`config.mk`:
```
export PLATFORM = sky130hd
export DESIGN_NAME = xbar_park
export DESIGN_NICKNAME = d
export VERILOG_FILES = /design/src/rtl/xbar_pkg.sv /design/src/rtl/xbar_arb.sv /design/src/rtl/xbar_mport.sv /design/src/rtl/xbar_park.sv
export SDC_FILE = /design/constraint.sdc
export NUM_CORES = 1
export LEC_CHECK = 0
export ABC_AREA = 1
export BUFFER_PORTS_ARGS = -buffer_cell sky130_fd_sc_hd__buf_2
export CAP_MARGIN = 20
export CORE_AREA = 2 2 130 132
export CTS_CLUSTER_SIZE = 25
export DETAILED_ROUTE_END_ITERATION = 10
export DIE_AREA = 0 0 132 134
export GPL_ROUTABILITY_DRIVEN = 0
export PLACE_DENSITY = 0.71
export REMOVE_ABC_BUFFERS = 1
export SYNTH_ARGS = -nofsm -noshare
export SYNTH_HDL_FRONTEND = slang
export SYNTH_HIERARCHICAL = 1
export SYNTH_SLANG_ARGS = --single-unit
```
`constraint.sdc`:
```
create_clock -name clk -period 4.5 [get_ports clk]
set_input_delay 0.225 -clock clk [delete_from_list [all_inputs] [get_ports clk]]
set_output_delay 0.225 -clock clk [all_outputs]
set_load 0.02 [all_outputs]
```
`src/rtl/xbar_pkg.sv`:
```
package xbar_pkg;

    typedef enum logic [1:0] {
        TR_IDLE   = 2'b00,
        TR_NONSEQ = 2'b10
    } trans_e;

    function automatic logic is_req(input logic [1:0] t);
        return t == 2'b10;
    endfunction

    function automatic int unsigned idx_w(input int unsigned n);
        return (n > 1) ? $clog2(n) : 1;
    endfunction

endpackage

```
`src/rtl/xbar_arb.sv`:
```
module xbar_arb
    import xbar_pkg::*;
#(
    parameter int NM = 2,
    parameter int MW = 1
) (
    input  logic          clk,
    input  logic          rst,
    input  logic [NM-1:0] req,
    input  logic          s_ready,
    output logic [MW-1:0] owner,
    output logic          issue,
    output logic          accept,
    output logic [MW-1:0] dph_mst
);
    typedef struct packed {
        logic          vld;
        logic [MW-1:0] mst;
    } tag_t;

    tag_t          tag_q;
    logic [MW-1:0] own_q;
    logic [MW-1:0] win;
    logic [NM-1:0] higher;
    logic          ready_in;
    logic          keep;

    assign owner    = own_q;
    assign dph_mst  = tag_q.mst;
    assign ready_in = !tag_q.vld || s_ready;

    // requests from masters ranked above the current owner
    always_comb begin
        higher = '0;
        for (int i = 0; i < NM; i++) begin
            if (i < int'(own_q)) higher[i] = req[i];
        end
    end

    // sticky owner unless out-ranked; otherwise lowest index wins; else park
    always_comb begin
        keep = req[own_q] && (higher == '0);
        win  = own_q;
        if (!keep) begin
            for (int i = NM - 1; i >= 0; i--) begin
                if (req[i]) win = MW'(i);
            end
        end
    end

    assign issue  = req[own_q] && (win == own_q);
    assign accept = issue && ready_in;

    always_ff @(posedge clk) begin
        if (rst) begin
            own_q <= '0;
            tag_q <= '0;
        end else if (ready_in) begin
            own_q     <= win;
            tag_q.vld <= issue;
            tag_q.mst <= own_q;
        end
    end

    p_hold_owner_r7: assert property (@(posedge clk) disable iff (rst)
        !ready_in |=> $stable(own_q));

    p_preempt_r4: assert property (@(posedge clk) disable iff (rst)
        (ready_in && req[0] && own_q != '0) |=> (own_q == '0));

    p_park_r6: assert property (@(posedge clk) disable iff (rst)
        (ready_in && req == '0) |=> $stable(own_q));

    p_switch_idle_r2: assert property (@(posedge clk) disable iff (rst)
        (own_q != $past(own_q)) |-> !$past(issue));

endmodule

```
`src/rtl/xbar_mport.sv`:
```
module xbar_mport
    import xbar_pkg::*;
#(
    parameter int NS = 2,
    parameter int SW = 1,
    parameter int DW = 32
) (
    input  logic                   clk,
    input  logic                   rst,
    input  logic [1:0]             trans,
    input  logic [SW-1:0]          sel,
    input  logic                   acc,
    input  logic [NS-1:0]          s_ready,
    input  logic [NS-1:0][DW-1:0]  s_rdata,
    output logic                   dph_ok,
    output logic                   m_ready,
    output logic [DW-1:0]          m_rdata
);
    typedef struct packed {
        logic          vld;
        logic [SW-1:0] slv;
    } dph_t;

    dph_t          dph_q;
    logic [DW-1:0] hold_q;
    logic          fin;

    assign fin     = dph_q.vld && s_ready[dph_q.slv];
    assign dph_ok  = !dph_q.vld || fin;
    assign m_ready = dph_ok && (!is_req(trans) || acc);
    assign m_rdata = dph_q.vld ? s_rdata[dph_q.slv] : hold_q;

    always_ff @(posedge clk) begin
        if (rst) begin
            dph_q  <= '0;
            hold_q <= '0;
        end else if (m_ready) begin
            dph_q.vld <= is_req(trans);
            dph_q.slv <= sel;
        end else if (fin) begin
            // data phase done on the slave, next address still waiting
            dph_q.vld <= 1'b0;
            hold_q    <= s_rdata[dph_q.slv];
        end
    end

    p_idle_done_r5: assert property (@(posedge clk) disable iff (rst)
        (!is_req(trans) && !dph_q.vld) |-> m_ready);

    p_hold_stable_r10: assert property (@(posedge clk) disable iff (rst)
        (!dph_q.vld && !m_ready) |=> $stable(m_rdata));

endmodule

```
`src/rtl/xbar_park.sv`:
```
module xbar_park
    import xbar_pkg::*;
#(
    parameter int NM      = 2,
    parameter int NS      = 2,
    parameter int AW      = 16,
    parameter int DW      = 32,
    parameter int SEL_LSB = 12
) (
    input  logic                   clk,
    input  logic                   rst,
    input  logic [NM-1:0][1:0]     m_trans,
    input  logic [NM-1:0]          m_write,
    input  logic [NM-1:0][AW-1:0]  m_addr,
    input  logic [NM-1:0][DW-1:0]  m_wdata,
    output logic [NM-1:0]          m_ready,
    output logic [NM-1:0][DW-1:0]  m_rdata,
    output logic [NS-1:0][1:0]     s_trans,
    output logic [NS-1:0]          s_write,
    output logic [NS-1:0][AW-1:0]  s_addr,
    output logic [NS-1:0][DW-1:0]  s_wdata,
    input  logic [NS-1:0]          s_ready,
    input  logic [NS-1:0][DW-1:0]  s_rdata
);
    localparam int MW = idx_w(NM);
    localparam int SW = idx_w(NS);

    logic [NM-1:0][SW-1:0] sel;
    logic [NM-1:0]         dph_ok;
    logic [NM-1:0]         acc;
    logic [NS-1:0][NM-1:0] req;
    logic [NS-1:0][MW-1:0] owner;
    logic [NS-1:0][MW-1:0] dph_mst;
    logic [NS-1:0]         issue;
    logic [NS-1:0]         accept;

    always_comb begin
        for (int m = 0; m < NM; m++) sel[m] = m_addr[m][SEL_LSB +: SW];
    end

    always_comb begin
        for (int s = 0; s < NS; s++) begin
            for (int m = 0; m < NM; m++) begin
                req[s][m] = is_req(m_trans[m]) && (sel[m] == SW'(s)) && dph_ok[m];
            end
        end
    end

    always_comb begin
        for (int m = 0; m < NM; m++) begin
            acc[m] = accept[sel[m]] && (owner[sel[m]] == MW'(m));
        end
    end

    always_comb begin
        for (int s = 0; s < NS; s++) begin
            s_trans[s] = issue[s] ? TR_NONSEQ : TR_IDLE;
            s_addr[s]  = m_addr[owner[s]];
            s_write[s] = m_write[owner[s]];
            s_wdata[s] = m_wdata[dph_mst[s]];
        end
    end

    for (genvar s = 0; s < NS; s++) begin : g_port
        xbar_arb #(.NM(NM), .MW(MW)) u_arb (
            .clk     (clk),
            .rst     (rst),
            .req     (req[s]),
            .s_ready (s_ready[s]),
            .owner   (owner[s]),
            .issue   (issue[s]),
            .accept  (accept[s]),
            .dph_mst (dph_mst[s])
        );

        p_route_r8: assert property (@(posedge clk) disable iff (rst)
            (s_trans[s] == TR_NONSEQ) |-> (s_addr[s][SEL_LSB +: SW] == SW'(s)));

        p_quiet_idle_r6: assert property (@(posedge clk) disable iff (rst)
            (req[s] == '0) |-> (s_trans[s] == TR_IDLE));
    end

    for (genvar m = 0; m < NM; m++) begin : g_mst
        xbar_mport #(.NS(NS), .SW(SW), .DW(DW)) u_mport (
            .clk     (clk),
            .rst     (rst),
            .trans   (m_trans[m]),
            .sel     (sel[m]),
            .acc     (acc[m]),
            .s_ready (s_ready),
            .s_rdata (s_rdata),
            .dph_ok  (dph_ok[m]),
            .m_ready (m_ready[m]),
            .m_rdata (m_rdata[m])
        );
    end

endmodule

```
==> results_dict.tcl <==
set metrics [dict create \
    run_status "finished, final reports clean" \
    cap_viol_max_count 0 \
    startpoint_type "register" \
    wl_um 22000 \
    cts_hold_repair.buffers 0 \
    synth_sequential_area_ratio_pct 23.6 \
    count_of_cells_along_the_worst_hold_path 2 \
    post-route-drc-count 0 \
    h-tree-depth 3 \
    cts_inserted_buffers 9 \
    routed_wire_length_per_instance_um 13.8 \
    holdCritPathClass "input pin to register" \
    clk_transition_reported_paths_ns 0.06 \
    cp.arrival_ns 3.10 \
    post_cts_resized 0 \
    area_growth_syn_to_layout_pct 28.9 \
    place_area_um2 7750 \
    min_period_over_period_pct 73.9 \
    drtAntennaViolNets 0 \
    timing.critical_path.fanout_max 33 \
    criticalPathCategory "register to primary output" \
    average_footprint_of_a_synthesized_cell_um2 5.81 \
    fp.coreArea_um2 16300 \
    reg2reg_depth 19 \
    design.die.area_um2 17700 \
    finish.net_count 1534 \
    power-per-cell-area_nw_per_um2 239 \
    core.rowCount 47 \
    die_h_um 134 \
    largest_net_degree_at_the_start_of_global_routing 66 \
    crit-reg2reg-launch "g_mst[0].u_mport/dph_q[0]$_SDFFE_PP0P_" \
    crit_required_ns 4.28 \
    report.final.slew_viol_count 0 \
    worstHoldEndpoint "g_port[0].u_arb/tag_q[1]$_SDFFE_PP0P_" \
    worst_skew_pair.late_latency_ns 0.34 \
    finish.instance_area_um2 8090 \
    first_global_vias 6707 \
    crit_path_end_kind "primary output" \
    grt_first_pass_wirelength_um 34500 \
    postSynthCellCount 1081 \
    setup-violations-final 0 \
    drt-vias-per-instance 4.71 \
    syn-cell-area_um2 6280 \
    drt_iter0_markers 361 \
    fin_crit_ns 3.32 \
    vias 7501 \
    detail_route.first_pass.iterations 5 \
    max_slew.worst_pin.slew_ns 0.637 \
    die-width_um 132 \
    totalNegativeSetupSlack_ns 0 \
    timing.slew.headroom_pct 57.5 \
    clock_skew_ns 0.00781 \
    leakagePower_uw 0.00425 \
    grt_setup_unrepaired "no" \
    grt.total_usage_pct 24.2 \
    achievable-frequency_mhz 301 \
    tritoncts_clock_tree "built" \
    timing_hold_violations_final 0 \
    netlist-cell-type-count 25 \
    ys_ff_latch 74 \
    min-delay-start "rst" \
    post_dp_hpwl_um 16800 \
    max-vdd-ir-drop_mv 0.170 \
    timing.rr.end "g_mst[0].u_mport/hold_q[21]$_SDFFE_PP0P_" \
    globalRoute.totalOverflow 0 \
    cts_num_sinks 74 \
    grt_antenna_before_repair 3 \
    synth.yosys.warnings 6 \
    io_pins 338 \
    start_util_pct 38.5 \
    reg2reg_slack_ns 1.29 \
    post_route_cells_drive_above_1_share_pct 31.9 \
    buffer_ports.inserted 335 \
    cts.root.buffer_cell "clkbuf_16" \
    clock_tree.buffer_depth 2 \
    cts.repair_timing.setup_buffer_count 0 \
]
## cells in the final DEF, fill, tap and decap left out, drive strengths merged, types with 3 or more instances in the layout
cell,n
clkbuf,10
buf,347
nor2,148
inv,146
diode,3
nand3,68
o21ai,226
a21oi,8
nand3b,4
dfxtp,74
nand2,331
## state kept, by name, summed over array words and instances (netlist names), named ones only
| name | flops |
|---|---|
| g_mst.u_mport/hold_q | 64 |
| g_mst.u_mport/dph_q | 4 |
| g_port.u_arb/tag_q | 2 |
| g_port.u_arb/dph_mst | 2 |
## how the worst max path moves through the flow
stage | startpoint | to | slack (ns) | cells after the start
4_1_cts | g_mst[0].u_mport/dph_q[0]$_SDFFE_PP0P_ | m_ready[0] | 1.14 | 19
5_1_grt | g_mst[0].u_mport/dph_q[0]$_SDFFE_PP0P_ | m_ready[1] | 0.86 | 19
3_5_place_dp | g_mst[0].u_mport/dph_q[0]$_SDFFE_PP0P_ | g_mst[0].u_mport/hold_q[5]$_SDFFE_PP0P_ | 1.28 | 19
2_1_floorplan | g_mst[0].u_mport/dph_q[0]$_SDFFE_PP0P_ | g_mst[0].u_mport/hold_q[0]$_SDFFE_PP0P_ | 0.97 | 18
3_3_place_gp | g_mst[0].u_mport/dph_q[0]$_SDFFE_PP0P_ | g_mst[0].u_mport/hold_q[15]$_SDFFE_PP0P_ | 1.37 | 19
6_report | g_mst[0].u_mport/dph_q[0]$_SDFFE_PP0P_ | m_ready[0] | 1.18 | 19
## kinds of logic after synthesis
family | share of synthesized area, %
AOI/OAI and AO/OA | 21.4
other | 0.0598
and+or+nand+nor | 37.1
buffers and inverters | 17.9
DFF | 23.6
## metrics by stage
step | hold slack [ns] | total power, µW | setup WS, ns | instances | util, %
2_1_floorplan | 0.287 | 994 | 0.965 | 1006 | -
3_3_place_gp | 0.462 | 1220 | 1.37 | 1570 | 47.4
3_5_place_dp | 0.472 | 1230 | 1.28 | 1571 | 47.6
4_1_cts | 0.153 | 1950 | 1.14 | 1587 | 49.4
5_1_grt | 0.182 | 2020 | 0.856 | 1592 | 49.7
6_report | 0.170 | 1930 | 1.18 | 1592 | 49.7
## power by group
part / internal [µW] / leakage [µW] / switching, µW
clock: 431 / 0.000143 / 288
combinational: 187 / 0.00351 / 350
sequential: 660 / 0.000598 / 14.8
total: 1280 / 0.00425 / 652
## worst max-delay path, cell delays in order (launching register included)
cell      delay (ns)
dfxtp_2         0.63
inv_1           0.08
nand2_1         0.17
nand2_4         0.10
nand2_2         0.11
nand3b_1        0.10
nor2_1          0.17
nand2_1         0.09
nand2_2         0.12
nor2_1          0.06
nand2_1         0.06
nand2_1         0.05
nand2_1         0.05
inv_1           0.06
nor2_4          0.09
buf_4           0.37
inv_2           0.15
nand2_1         0.11
inv_1           0.04
buf_2           0.15
## area by class of cell
cell class                 instances  area [µm²]
fill                            1765        8200
multi-input combinational        788        3680
timing repair buffer             347        1810
sequential                        74        1490
inverter                         144         541
tap                              220         275
clock buffer                      10         229
clock inverter                     6        65.1
antenna                            3        7.51
## cells in the mapped netlist, drive strengths merged
master,n,share of area (%)
and2,1,0.10
clkbuf,16,0.96
nand3b,4,0.48
a21oi,8,0.76
o21ai,226,21
conb,1,0.060
nand2,331,21
dfxtp,74,24
nand3,68,5.8
inv,144,8.6
buf,60,8.3
nor2,148,10
## routing by layer
metal,up-vias,global-route usage [%],wire length [µm]
met5,-,0,0
met2,260,42.2,10800
met4,0,7.85,454
li1,3932,-,-
met1,3279,29.4,9200
met3,30,5.71,1570
(Power assumes the default switching activity.)
